`src/rtl/xag_pkg.sv`:
```
package xag_pkg;

  // Per-cycle strobes from control to datapath
  typedef struct packed {
    logic wrLo;    // write low byte of active pointer
    logic wrHi;    // write high byte of active pointer
    logic bump;    // increment active pointer
    logic wrPage;  // write page register
  } xagStrobe_t;

endpackage

```
`src/rtl/xag_ctrl.sv`:
```
module xag_ctrl
  import xag_pkg::*;
#(
  parameter int BYTE_W  = 8,
  parameter int NUM_PTR = 2,
  localparam int IDX_W  = (NUM_PTR > 1) ? $clog2(NUM_PTR) : 1
) (
  input  logic              clk,
  input  logic              rstN,
  input  logic [BYTE_W-1:0] wrData,
  input  logic              ptrLoWe,
  input  logic              ptrHiWe,
  input  logic              ptrInc,
  input  logic              pageWe,
  input  logic              selWe,
  output xagStrobe_t        strobe,
  output logic [IDX_W-1:0]  activeIdx,
  output logic [BYTE_W-1:0] selValue
);

  logic [IDX_W-1:0] selReg;

  // Select register: only the index bits are stored
  always_ff @(posedge clk or negedge rstN) begin
    if (!rstN) begin
      selReg <= '0;
    end else if (selWe) begin
      selReg <= wrData[IDX_W-1:0];
    end
  end

  // Pointer ops use the selection held before this edge
  assign activeIdx = selReg;

  always_comb begin
    strobe.wrLo   = ptrLoWe;
    strobe.wrHi   = ptrHiWe;
    // a byte write takes precedence over an increment
    strobe.bump   = ptrInc & ~ptrLoWe & ~ptrHiWe;
    strobe.wrPage = pageWe;
  end

  always_comb begin
    selValue             = '0;
    selValue[IDX_W-1:0]  = selReg;
  end

endmodule

```
`src/rtl/xag_datapath.sv`:
```
module xag_datapath
  import xag_pkg::*;
#(
  parameter int BYTE_W  = 8,
  parameter int NUM_PTR = 2,
  localparam int ADDR_W = 2 * BYTE_W,
  localparam int IDX_W  = (NUM_PTR > 1) ? $clog2(NUM_PTR) : 1
) (
  input  logic                           clk,
  input  logic                           rstN,
  input  xagStrobe_t                     strobe,
  input  logic [IDX_W-1:0]               activeIdx,
  input  logic [BYTE_W-1:0]              wrData,
  input  logic                           addrMode,
  input  logic [BYTE_W-1:0]              workReg,
  output logic [ADDR_W-1:0]              addr,
  output logic [ADDR_W-1:0]              ptrValue,
  output logic [BYTE_W-1:0]              pageValue,
  output logic [NUM_PTR-1:0][ADDR_W-1:0] ptrAll
);

  logic [BYTE_W-1:0] pageReg;

  // One storage slice per data pointer
  for (genvar i = 0; i < NUM_PTR; i++) begin : g_ptr
    logic hit;
    assign hit = (activeIdx == IDX_W'(i));

    always_ff @(posedge clk or negedge rstN) begin
      if (!rstN) begin
        ptrAll[i] <= '0;
      end else if (hit) begin
        if (strobe.bump) begin
          ptrAll[i] <= ptrAll[i] + ADDR_W'(1);
        end else begin
          if (strobe.wrLo) ptrAll[i][BYTE_W-1:0]      <= wrData;
          if (strobe.wrHi) ptrAll[i][ADDR_W-1:BYTE_W] <= wrData;
        end
      end
    end
  end

  always_ff @(posedge clk or negedge rstN) begin
    if (!rstN) begin
      pageReg <= '0;
    end else if (strobe.wrPage) begin
      pageReg <= wrData;
    end
  end

  assign ptrValue  = ptrAll[activeIdx];
  assign pageValue = pageReg;
  assign addr      = addrMode ? ptrValue : {pageReg, workReg};

endmodule

```
`src/rtl/ext_addr_gen.sv`:
```
module ext_addr_gen
  import xag_pkg::*;
#(
  parameter int BYTE_W  = 8,
  parameter int NUM_PTR = 2,
  localparam int ADDR_W = 2 * BYTE_W,
  localparam int IDX_W  = (NUM_PTR > 1) ? $clog2(NUM_PTR) : 1
) (
  input  logic              clk,
  input  logic              rstN,
  input  logic              addrMode,
  input  logic [BYTE_W-1:0] workReg,
  input  logic [BYTE_W-1:0] wrData,
  input  logic              ptrLoWe,
  input  logic              ptrHiWe,
  input  logic              ptrInc,
  input  logic              pageWe,
  input  logic              selWe,
  output logic [ADDR_W-1:0] addr,
  output logic [ADDR_W-1:0] ptrValue,
  output logic [BYTE_W-1:0] pageValue,
  output logic [BYTE_W-1:0] selValue
);

  xagStrobe_t                     strobe;
  logic [IDX_W-1:0]               activeIdx;
  logic [NUM_PTR-1:0][ADDR_W-1:0] ptrAll;

  xag_ctrl #(.BYTE_W(BYTE_W), .NUM_PTR(NUM_PTR)) u_ctrl (
    .clk      (clk),
    .rstN     (rstN),
    .wrData   (wrData),
    .ptrLoWe  (ptrLoWe),
    .ptrHiWe  (ptrHiWe),
    .ptrInc   (ptrInc),
    .pageWe   (pageWe),
    .selWe    (selWe),
    .strobe   (strobe),
    .activeIdx(activeIdx),
    .selValue (selValue)
  );

  xag_datapath #(.BYTE_W(BYTE_W), .NUM_PTR(NUM_PTR)) u_dp (
    .clk      (clk),
    .rstN     (rstN),
    .strobe   (strobe),
    .activeIdx(activeIdx),
    .wrData   (wrData),
    .addrMode (addrMode),
    .workReg  (workReg),
    .addr     (addr),
    .ptrValue (ptrValue),
    .pageValue(pageValue),
    .ptrAll   (ptrAll)
  );

endmodule

```
`config.mk`:
```
export PLATFORM = sky130hd
export DESIGN_NAME = ext_addr_gen
export DESIGN_NICKNAME = d
export VERILOG_FILES = /design/src/rtl/xag_pkg.sv /design/src/rtl/xag_ctrl.sv /design/src/rtl/xag_datapath.sv /design/src/rtl/ext_addr_gen.sv
export SDC_FILE = /design/constraint.sdc
export NUM_CORES = 1
export LEC_CHECK = 0
export ABC_AREA = 0
export BUFFER_PORTS_ARGS = -buffer_cell sky130_fd_sc_hd__buf_2
export CORE_AREA = 4 4 63 108
export DETAILED_ROUTE_END_ITERATION = 10
export DIE_AREA = 0 0 67 112
export GPL_TIMING_DRIVEN = 0
export PLACE_DENSITY = 0.75
export SETUP_SLACK_MARGIN = 0.4
export SLEW_MARGIN = 20
export SYNTH_ARGS = -nofsm -noshare
export SYNTH_HDL_FRONTEND = slang
export SYNTH_SLANG_ARGS = --single-unit
export TNS_END_PERCENT = 100
```
`constraint.sdc`:
```
create_clock -name clk -period 3.35 [get_ports clk]
set_input_delay 1.005 -clock clk [delete_from_list [all_inputs] [get_ports clk]]
set_output_delay 1.005 -clock clk [all_outputs]
set_load 0.05 [all_outputs]
```
# --- Word level (Yosys, flattened, before mapping) ---
# Cells that the tools add are included.
word_totals:
  ff_bits: 41
  out_inout_bits: 48
  elab_cells: 27
classes:
  bitwise_logic: 5
  reduce_logical: 6
  n_mux: 7
  add_sub_neg: 2
  n_lt_le_gt_ge: 1
ops:
  columns: ["op", "n"]
  rows:
  - ["$mux W16", 5]
  - ["$add A16 B1 Y16 const B", 2]
  - ["$mux W8", 2]
  - ["$reduce_and A2 Y1", 4]
  - ["$reduce_bool A2 Y1", 2]
  - ["$not A1 Y1", 3]
  - ["$and A1 B1 Y1", 2]
  - ["$lt A1 B2 Y1 const B", 1]

# --- Longest topological paths before layout ---
# Gate-level depths: netlist of the first run.
logic_depth:
  depth_word: 5
  depth_mapped: 7

# --- Hierarchy ---
# Synthesis of the first run repeated with hierarchy kept, for this count alone.
hier_totals:
  cells_unflattened: 338
  hier_area_um2: 2910.3
modules_own_cells:
  columns: ["module", "seq_area_each_um2", "area_per_inst_um2", "n_inst", "cells_each"]
  rows:
  - ["xag_datapath", 1001.0, 2776.4, 1, 323]
  - ["xag_ctrl", 25.0, 133.9, 1, 15]

# --- Least setup slack after synthesis of the first run ---
# Ideal clock, no wire load.
synth_path:
  path_kind: "flip-flop to output port"
  start: "reg u_ctrl.selReg, in the netlist u_ctrl.activeIdx"
  end: "out addr[10]"
  t_arrival_ps: 2290
  path_slack_ps: 55
  stages_incl_launch_ff: 4
  n_path_buf: 1
  path_cell_list: "dfrtp_1 -> clkbuf_1 -> o21ai_0 -> mux2_2"
synth_between:
  elab_chain_len: 3
synth_rtl:
  columns: ["item", "line", "text"]
  rows:
  - ["start, declared", "xag_ctrl.sv:21", "logic [IDX_W-1:0] selReg;"]
  - ["start signal, assigned", "xag_ctrl.sv:28", "selReg <= wrData[IDX_W-1:0];"]
  - ["$mux W16 (not written as such) (2 in a row)", "xag_datapath.sv:51", "assign ptrValue = ptrAll[activeIdx];"]
  - ["net ptrValue[10]", "ext_addr_gen.sv:20", "output logic [ADDR_W-1:0] ptrValue,"]
  - ["$mux W16", "xag_datapath.sv:53", "assign addr = addrMode ? ptrValue : {pageReg, workReg};"]
  - ["end, declared", "ext_addr_gen.sv:19", "output logic [ADDR_W-1:0] addr,"]
# The timed path passes the listed nets, and every way through them passes these cells. The select of a mux whose other input is x is not followed.

# --- Final worst setup path of the first run ---
layout_path:
  start: "in addrMode"
  end: "out addr[9]"
layout_between:
  elab_chain_len: 1
layout_rtl:
  columns: ["item", "line", "text"]
  rows:
  - ["start, declared", "ext_addr_gen.sv:11", "input logic addrMode,"]
  - ["$mux W16", "xag_datapath.sv:53", null]
# Every way passes these cells.

==> metrics.txt, run 1 <==
Commonest cells post-synth=dfrtp_1, mux2_2, nor2_1; Worst-Skew Late Latency=300 ps; GR Util met1=0.309; DRT iter0 DRCs=309; CP startpoint kind=input port; Final period util=0.869; Port Buf Inserts=62; met2 usage=0.430; r2r setup slk=1360 ps; Via Count=2941; Cells after Synth=323; Yosys warnings=0; initial core utilization=0.486; PD cells=579 nW/µm²; CTS tree=done; met3 usage=0.0414; Hold Path Depth=1; Seq/Total Area, Yosys=0.359; clock buffer depth=2; clock sinks=41; clk slew on worst S/H paths=80 ps; area delta synth->final=18.9%; final setup violating endpoints=0; CTS H-Tree Depth=2; Synth area leader=dfrtp_1; Reg-to-Reg Start=u_dp.ptrAll[0]$_DFFE_PN0P_; Worst Hold Launch=u_dp.pageValue[5]$_DFFE_PN0P_; WP data required=2340 ps; Hold Buf Count CTS=0; synthesized cell area=2860 µm²; first-pass GRT wire length=14800 µm; TNS Setup=0 ps; Synth Register Bits=41; DRC errors left=0; DIE WIDTH=67 µm; Data arrival, critical path=1910 ps; Max Freq=344 MHz; Final Skew=5.56 ps; Mean Syn Cell Area=8.85 µm²; gr ovfl total=0; status=complete, no violations; FILL cells=558; Final Critical Period=2910 ps; WS Path Type=input port to primary output; # diodes=0; antenna violations before repair=0; Core Box Area=5880 µm²; RR Endpoint=u_dp.ptrAll[12]$_DFFE_PN0P_; CTS Buf Count=5; CP Capture Type=primary output; DR vias/cell=6.17; async set-reset flop share out of synthesis=1.00; Final Hold Viols=0; Max Slew Vio Count=0; DP HPWL=6900 µm; largest net degree at the start of global routing=42; Die Ht=112 µm; Worst-Margin Slew=955 ps; Slew HR=0.364; Post-layout nets=424; standard-cell rows=37; Finished Core Util=0.578; Main synth FF type=dfrtp_1; Avg WL per Cell=19.3 µm; Synth top area share=0.359; Ports=72; Routed Antenna Nets=0; worst vdd ir=419 µV; tightest hold margin=539 ps; vias in the first global route=2890; most frequent cell after synthesis=dfrtp_1; dpl cells=469; post-synthesis cell type count=48; gr usage total=0.258; clock root buffer=clkbuf_8; hold endpoint=u_dp.pageValue[5]$_DFFE_PN0P_; RePlAce Congestion=0.969; WL final=9230 µm; Pre-antenna DRT Iters=5; Worst Reg-to-Reg Cells=5; die area=7500 µm²; Hold/Removal Path Class=register to register; max_cap viols=0; RSZ-0062 raised after global routing=no; gr busiest metal=met2; Post-synth EDFFs=0; Post-CTS Setup Inserts=0; share of layout cells above drive strength 1=0.338; fin cells=477; leakage=1.46 nW; maximum fanout along the worst path=10; Area contributors post-synth=dfrtp_1, mux2_2, a21oi_1
-- area by class of cell --
cell class                 instances  area (µm²)  share of cell area
sequential                        41        1030               0.302
tap                               78        97.6              0.0287
multi-input combinational        251        1680               0.494
clock buffer                       6        72.6              0.0214
clock inverter                     2        10.0             0.00295
timing repair buffer              62         313              0.0920
buffer                            32         181              0.0534
inverter                           5        18.8             0.00552
-- worst max-delay path by stage --
stage,startpoint,to,slack (ps),cells past startpoint
after detailed placement,addrMode,addr[6],150,4
after global routing,addrMode,addr[5],400,4
final,addrMode,addr[9],440,4
after floorplan,addrMode,addr[10],420,3
after global placement,addrMode,addr[6],170,4
after CTS,u_ctrl.activeIdx$_DFFE_PN0P_,addr[9],420,4
-- power breakdown --
part / internal (mW) / leakage (nW) / switching (mW) / total [mW]
Clock: 0.145 / 0.0450 / 0.177 / 0.321
Sequential: 0.586 / 0.471 / 0.132 / 0.718
Combinational: 0.278 / 0.941 / 0.651 / 0.929
-- flip-flops by register name, indices dropped and copies added (netlist names) --
name	flops
u_dp.pageValue	8
u_ctrl.activeIdx	1
u_dp.ptrAll	32
-- cell families (layout without fill, tap and decap cells) --
| logic type | count (synthesis) | count (layout) | share of synthesized area |
|---|---|---|---|
| flops | 41 | 41 | 0.359 |
| compound gates | 96 | 96 | 0.218 |
| mux | 39 | 39 | 0.154 |
| fa+ha+maj | 2 | 2 | 0.00875 |
| simple gates | 107 | 107 | 0.197 |
| other cells | 1 | 7 | 0.00131 |
| buf+inv | 37 | 107 | 0.0621 |
-- critical path: stages --
cell	delay [ps]
clkbuf_4	180
buf_8	160
mux2_2	340
buf_2	210
-- cells in the final DEF (no fill, tap or decap), types with 10 or more instances in the layout --
master / count
o21ai_0: 20
clkbuf_1: 14
mux2_2: 39
nor2_1: 29
nand3_1: 11
a21oi_1: 24
nand2_1: 18
o22a_1: 11
dfrtp_1: 40
buf_4: 10
buf_2: 67
nand4_1: 11
-- layer usage --
metal  vias up  share of wire
met5         -              0
met4         0          0.050
met3        47          0.075
met2       173           0.52
met1      1369           0.36
li1       1352              -
-- stage by stage --
| stage | area, µm² | total power [mW] | setup WS (ps) |
|---|---|---|---|
| after floorplan | 2890 | 1.40 | 425 |
| after global placement | 3290 | 1.62 | 171 |
| after detailed placement | 3290 | 1.64 | 146 |
| after CTS | 3390 | 1.96 | 420 |
| after global routing | 3400 | 2.07 | 400 |
| final | 3400 | 1.97 | 440 |
-- repair_timing --
| action | 4_1_cts | 5_1_grt |
|---|---|---|
| resized for setup | 7 | 5 |
| hold endpoints to repair | 0 | 0 |
| endpoints found under the setup margin | 16 | 7 |
| gates cloned | 0 | 0 |
| pin swaps | 0 | 0 |
Power figures use the tool's default switching activity.
==> run 2: changes to the inputs <==
Settings changed: CORE_AREA 4 4 63 108 to 4 4 81 83, DIE_AREA 0 0 67 112 to 0 0 85 87, PLACE_DENSITY 0.75 to 0.76.
==> run 2 against run 1 <==
  * Clock power is 35% higher
  * Combinational power decreased by 0.5%
  * Core utilization grew 0.82 points
  * Global-route usage shrank 1.8 points
  * Cell area is 0.92% higher
  * Setup slack worse by 5.0 ps
  * Flip-flop and latch count is the same
  * Clock skew increased by 9.4 ps
  * Cell count decreased by 0.63%
  * Non-clock buffer count unchanged
  * Via count fell by 1.3%
  * Critical path type unchanged
  * Critical endpoint is now addr[10]
  * Largest power group unchanged
==> metrics.txt, run 2 (same netlist as run 1, synthesis figures left out) <==
share of layout cells above drive strength 1=0.341; CTS tree=done; CTS Buf Count=5; max_cap viols=0; Largest Register=u_dp.ptrAll; commonest non-fill, non-tap cell in the layout=buf_2; Reg-to-Reg Start=u_dp.ptrAll[0]$_DFFE_PN0P_; Final period util=0.870; Core Box Area=5850 µm²; Data arrival, critical path=1910 ps; Largest delay share family, worst path=buffers and inverters; Max Slew Vio Count=0; Max Freq=343 MHz; cells traversed along the worst timing path=clkbuf_4, buf_8, mux2_2, buf_2; leakage=1.47 nW; Finished Cell Area=3430 µm²; CP startpoint kind=input port; DRT iter0 DRCs=392; tightest hold margin=537 ps; Hold Path Depth=1; Worst Reg-to-Reg Cells=5; max FFs per register=32; largest net degree at the start of global routing=42; Worst-Skew Late Latency=310 ps; RePlAce Congestion=0.964; DIE WIDTH=85 µm; Pre-antenna DRT Iters=5; TNS Setup=0 ps; gr usage total=0.240; Critical Path Stages=4; # diodes=0; Slew HR=0.375; WP data required=2340 ps; initial core utilization=0.489; maximum fanout along the worst path=10; Hold/Removal Path Class=register to register; antenna violations before repair=0; worst vdd ir=284 µV; Die Ht=87 µm; total power=2.08 mW; Ports=72; DRC errors left=0; Worst-Margin Slew=938 ps; CTS H-Tree Depth=2; DP HPWL=6760 µm; Buf/Inv on CP=3; area delta synth->final=20.0%; RSZ-0062 raised after global routing=no; first-pass GRT wire length=13900 µm; Port Buf Inserts=62; Gates resized, CTS repair=6; CP Capture Type=primary output; gr ovfl total=0; Avg WL per Cell=18.8 µm; Hold Buf Count CTS=0; WL final=8920 µm; WS Path Type=input port to primary output; Crit-path slowest cell=mux2_2; Final Skew=14.9 ps; vias in the first global route=2713; most frequent cells in the layout=buf_2, dfrtp_1, mux2_2; Post-CTS Setup Inserts=0; DR vias/cell=6.13; max incr delay on CP=340 ps; Via Count=2904; status=complete, no violations; clock sinks=41; PD cells=606 nW/µm²; clock root buffer=clkbuf_8; clock buffer depth=2; Final Critical Period=2920 ps; Worst Hold Launch=u_dp.pageValue[0]$_DFFE_PN0P_; dpl cell area=3290 µm²; Crit. Startpoint=addrMode; final setup violating endpoints=0; Routed Antenna Nets=0; Final Hold Viols=0; standard-cell rows=28; Post-layout nets=424; clk slew on worst S/H paths=80 ps; die area=7400 µm²
==> run 2: cell count changes in the layout (fill, tap and decap cells not counted), sizes merged <==
cell,before,now
bufinv,0,1
clkinv,2,0
clkinvlp,0,1
==> run 2: per-layer routing <==
metal / GRT usage / wire length, µm
met2: 0.383 / 4260
met4: 0.0863 / 301
met3: 0.0482 / 586
met5: 0 / 0
met1: 0.322 / 3770
==> run 2: cell type report <==
class,instances,area (µm²)
plain buffers,32,179
clock buffers,6,82.6
clock inverters,2,37.5
fillers,514,2420
inverters,5,18.8
multi-input cells,251,1680
flip-flops and latches,41,1030
well taps,75,93.8
repair buffers,62,313
==> run 2: power by group <==
group	switching, mW	total (mW)	internal [mW]
sequential	0.136	0.721	0.586
clock	0.191	0.433	0.243
combinational	0.647	0.924	0.277
total	0.973	2.08	1.11
==> run 2: final timing paths <==
check	endpoint	slack [ps]
max reg2reg	u_dp.ptrAll[12]$_DFFE_PN0P_	1460
max in group asynchronous	u_ctrl.activeIdx$_DFFE_PN0P_	1870
min reg2reg	u_dp.pageValue[0]$_DFFE_PN0P_	540
min	u_dp.pageValue[0]$_DFFE_PN0P_	540
min in group asynchronous	u_dp.ptrAll[15]$_DFFE_PN0P_	840
max	addr[10]	430
==> run 2: stage by stage <==
stage	instances	util	worst slack (ps)
5_1_grt	474	0.586	405
6_report	474	0.586	435
2_1_floorplan	329	-	425
4_1_cts	474	0.585	417
3_3_place_gp	466	0.562	183
3_5_place_dp	466	0.562	155
==> run 3: changes to the inputs <==
Settings changed: REMOVE_ABC_BUFFERS from default to 1.
==> run 3 against run 2 <==
  * Maximum frequency up 1.8%
  * Flip-flop and latch count unchanged
  * Routed wire length shrank 8.0%
  * Clock power shrank 21%
  * Cell area down 4.8%
  * Highest routed layer unchanged
  * Cell count fell by 5.9%
  * Clock-buffer cell count rose by 1
==> metrics.txt, run 3 (same netlist as run 1, synthesis figures left out) <==
Crit-path slowest cell=dfrtp_4; max FFs per register=32; Finished Core Util=0.558; Slew HR=0.351; status=complete, no violations; WP data required=2340 ps; CTS Buf Count=5; max incr delay on CP=670 ps; Crit. Startpoint=u_ctrl.activeIdx$_DFFE_PN0P_; Pre-antenna DRT Iters=5; CP Capture Type=primary output; Via Count=2752; commonest non-fill, non-tap cell in the layout=buf_2; Core Box Area=5850 µm²; CTS H-Tree Depth=2; end of the critical path=addr[5]; clock sinks=41; Final Hold Viols=0; Data arrival, critical path=1860 ps; PD cells=594 nW/µm²; Worst-Skew Late Latency=300 ps; clk slew on worst S/H paths=80 ps; # diodes=0; total power=1.94 mW; maximum fanout along the worst path=34; Sequential cell area=1030 µm²; tightest hold margin=533 ps; DP HPWL=5900 µm; DRT iter0 DRCs=210; clock root buffer=clkbuf_8; share of layout cells above drive strength 1=0.332; Final Skew=5.50 ps; Reg-to-Reg Start=u_dp.ptrAll[0]$_DFFE_PN0P_; RePlAce Congestion=0.918; dpl cells=439; Routed Antenna Nets=0; vias in the first global route=2579; die area=7400 µm²; antenna violations before repair=0; largest net degree at the start of global routing=42; cells traversed along the worst timing path=mux2_2, mux2_2, buf_2; worst vdd ir=360 µV; r2r setup slk=1410 ps; standard-cell rows=28; Sw Share=0.481; clock power share=0.175; Net Sw Power=932 µW; DIE WIDTH=85 µm; Largest delay share family, worst path=flip-flops; clock buffer depth=2; DR vias/cell=6.17; fin cells=446; Max Freq=349 MHz; Port Buf Inserts=64; Max Slew Vio Count=0; RSZ-0062 raised after global routing=no; initial core utilization=0.489; area delta synth->final=14.2%; CP dominant cell by count=mux2_2; WL final=8200 µm; first-pass GRT wire length=13300 µm; Hold Path Depth=1; WS Path Type=register to primary output; TNS Setup=0 ps; Die Ht=87 µm; leakage=1.37 nW; Post-layout nets=397; combinational share of power=0.443; gr ovfl total=0; Final period util=0.855; most frequent cells in the layout=buf_2, dfrtp_1, mux2_2; Final Critical Period=2860 ps; Largest Register=u_dp.ptrAll; Hold/Removal Path Class=register to register; Critical Path Stages=3; Avg WL per Cell=18.4 µm; Worst-Margin Slew=973 ps; Ports=72; FILL cells=548; DRC errors left=0; gr usage total=0.229; area of the multi-input gates=1690 µm²; CTS tree=done; Worst Reg-to-Reg Cells=5; CP startpoint kind=register; Buf/Inv on CP=1; RR Endpoint=u_dp.ptrAll[12]$_DFFE_PN0P_; final setup violating endpoints=0; max_cap viols=0; Int Power=1.01 mW; Seq pwr share=0.381
run 3: changes by cell type in the layout (fill, tap and decap cells not counted), moves of 2 or more:
cell	before	now
buf_4	9	3
buf_2	68	63
clkbuf_4	2	0
o21ai_1	4	1
o21ai_0	20	23
clkbuf_1	13	1
run 3: cell type report:
class,count,share of cell area
multi-input combinational,251,0.517
sequential,41,0.315
timing repair buffer,67,0.107
tap,75,0.0287
clock buffer,7,0.0264
inverter,5,0.00575
run 3: worst min path at each step:
stage | startpoint | end | slack (ps)
3_5_place_dp | u_dp.pageValue[1]$_DFFE_PN0P_ | u_dp.pageValue[1]$_DFFE_PN0P_ | 520
6_report | u_dp.pageValue[0]$_DFFE_PN0P_ | u_dp.pageValue[0]$_DFFE_PN0P_ | 530
2_1_floorplan | u_dp.ptrAll[15]$_DFFE_PN0P_ | u_dp.ptrAll[15]$_DFFE_PN0P_ | 500
3_3_place_gp | u_dp.pageValue[3]$_DFFE_PN0P_ | u_dp.pageValue[3]$_DFFE_PN0P_ | 500
5_1_grt | u_dp.pageValue[4]$_DFFE_PN0P_ | u_dp.pageValue[4]$_DFFE_PN0P_ | 560
4_1_cts | u_dp.pageValue[0]$_DFFE_PN0P_ | u_dp.pageValue[0]$_DFFE_PN0P_ | 540
run 3: per-layer routing:
layer | GRT usage | wire, µm | vias up
li1 | - | - | 1299
met2 | 0.366 | 3730 | 148
met3 | 0.0435 | 705 | 17
met5 | 0 | 0 | -
met1 | 0.305 | 3550 | 1288
met4 | 0.0964 | 214 | 0
run 3: what timing repair did:
item / 4_1_cts / 5_1_grt
setup buffers: 0 / 0
hold buffers: 0 / 0
resized for setup: 3 / 0
endpoints found under the setup margin: 32 / 0
run 3: power groups by stage:
stage | clock (mW) | combinational, mW | sequential [mW]
6_report | 0.340 | 0.860 | 0.740
4_1_cts | 0.347 | 0.861 | 0.736
5_1_grt | 0.372 | 0.918 | 0.758
3_5_place_dp | 0 | 0.858 | 0.746
3_3_place_gp | 0 | 0.844 | 0.738
2_1_floorplan | 0 | 0.636 | 0.738
run 3: stage by stage:
step	cell area (µm²)	setup WS, ps
floorplan	2720	-1420
global placement	3140	-3260
detailed placement	3170	343
CTS	3260	484
global route	3260	422
finish	3260	486
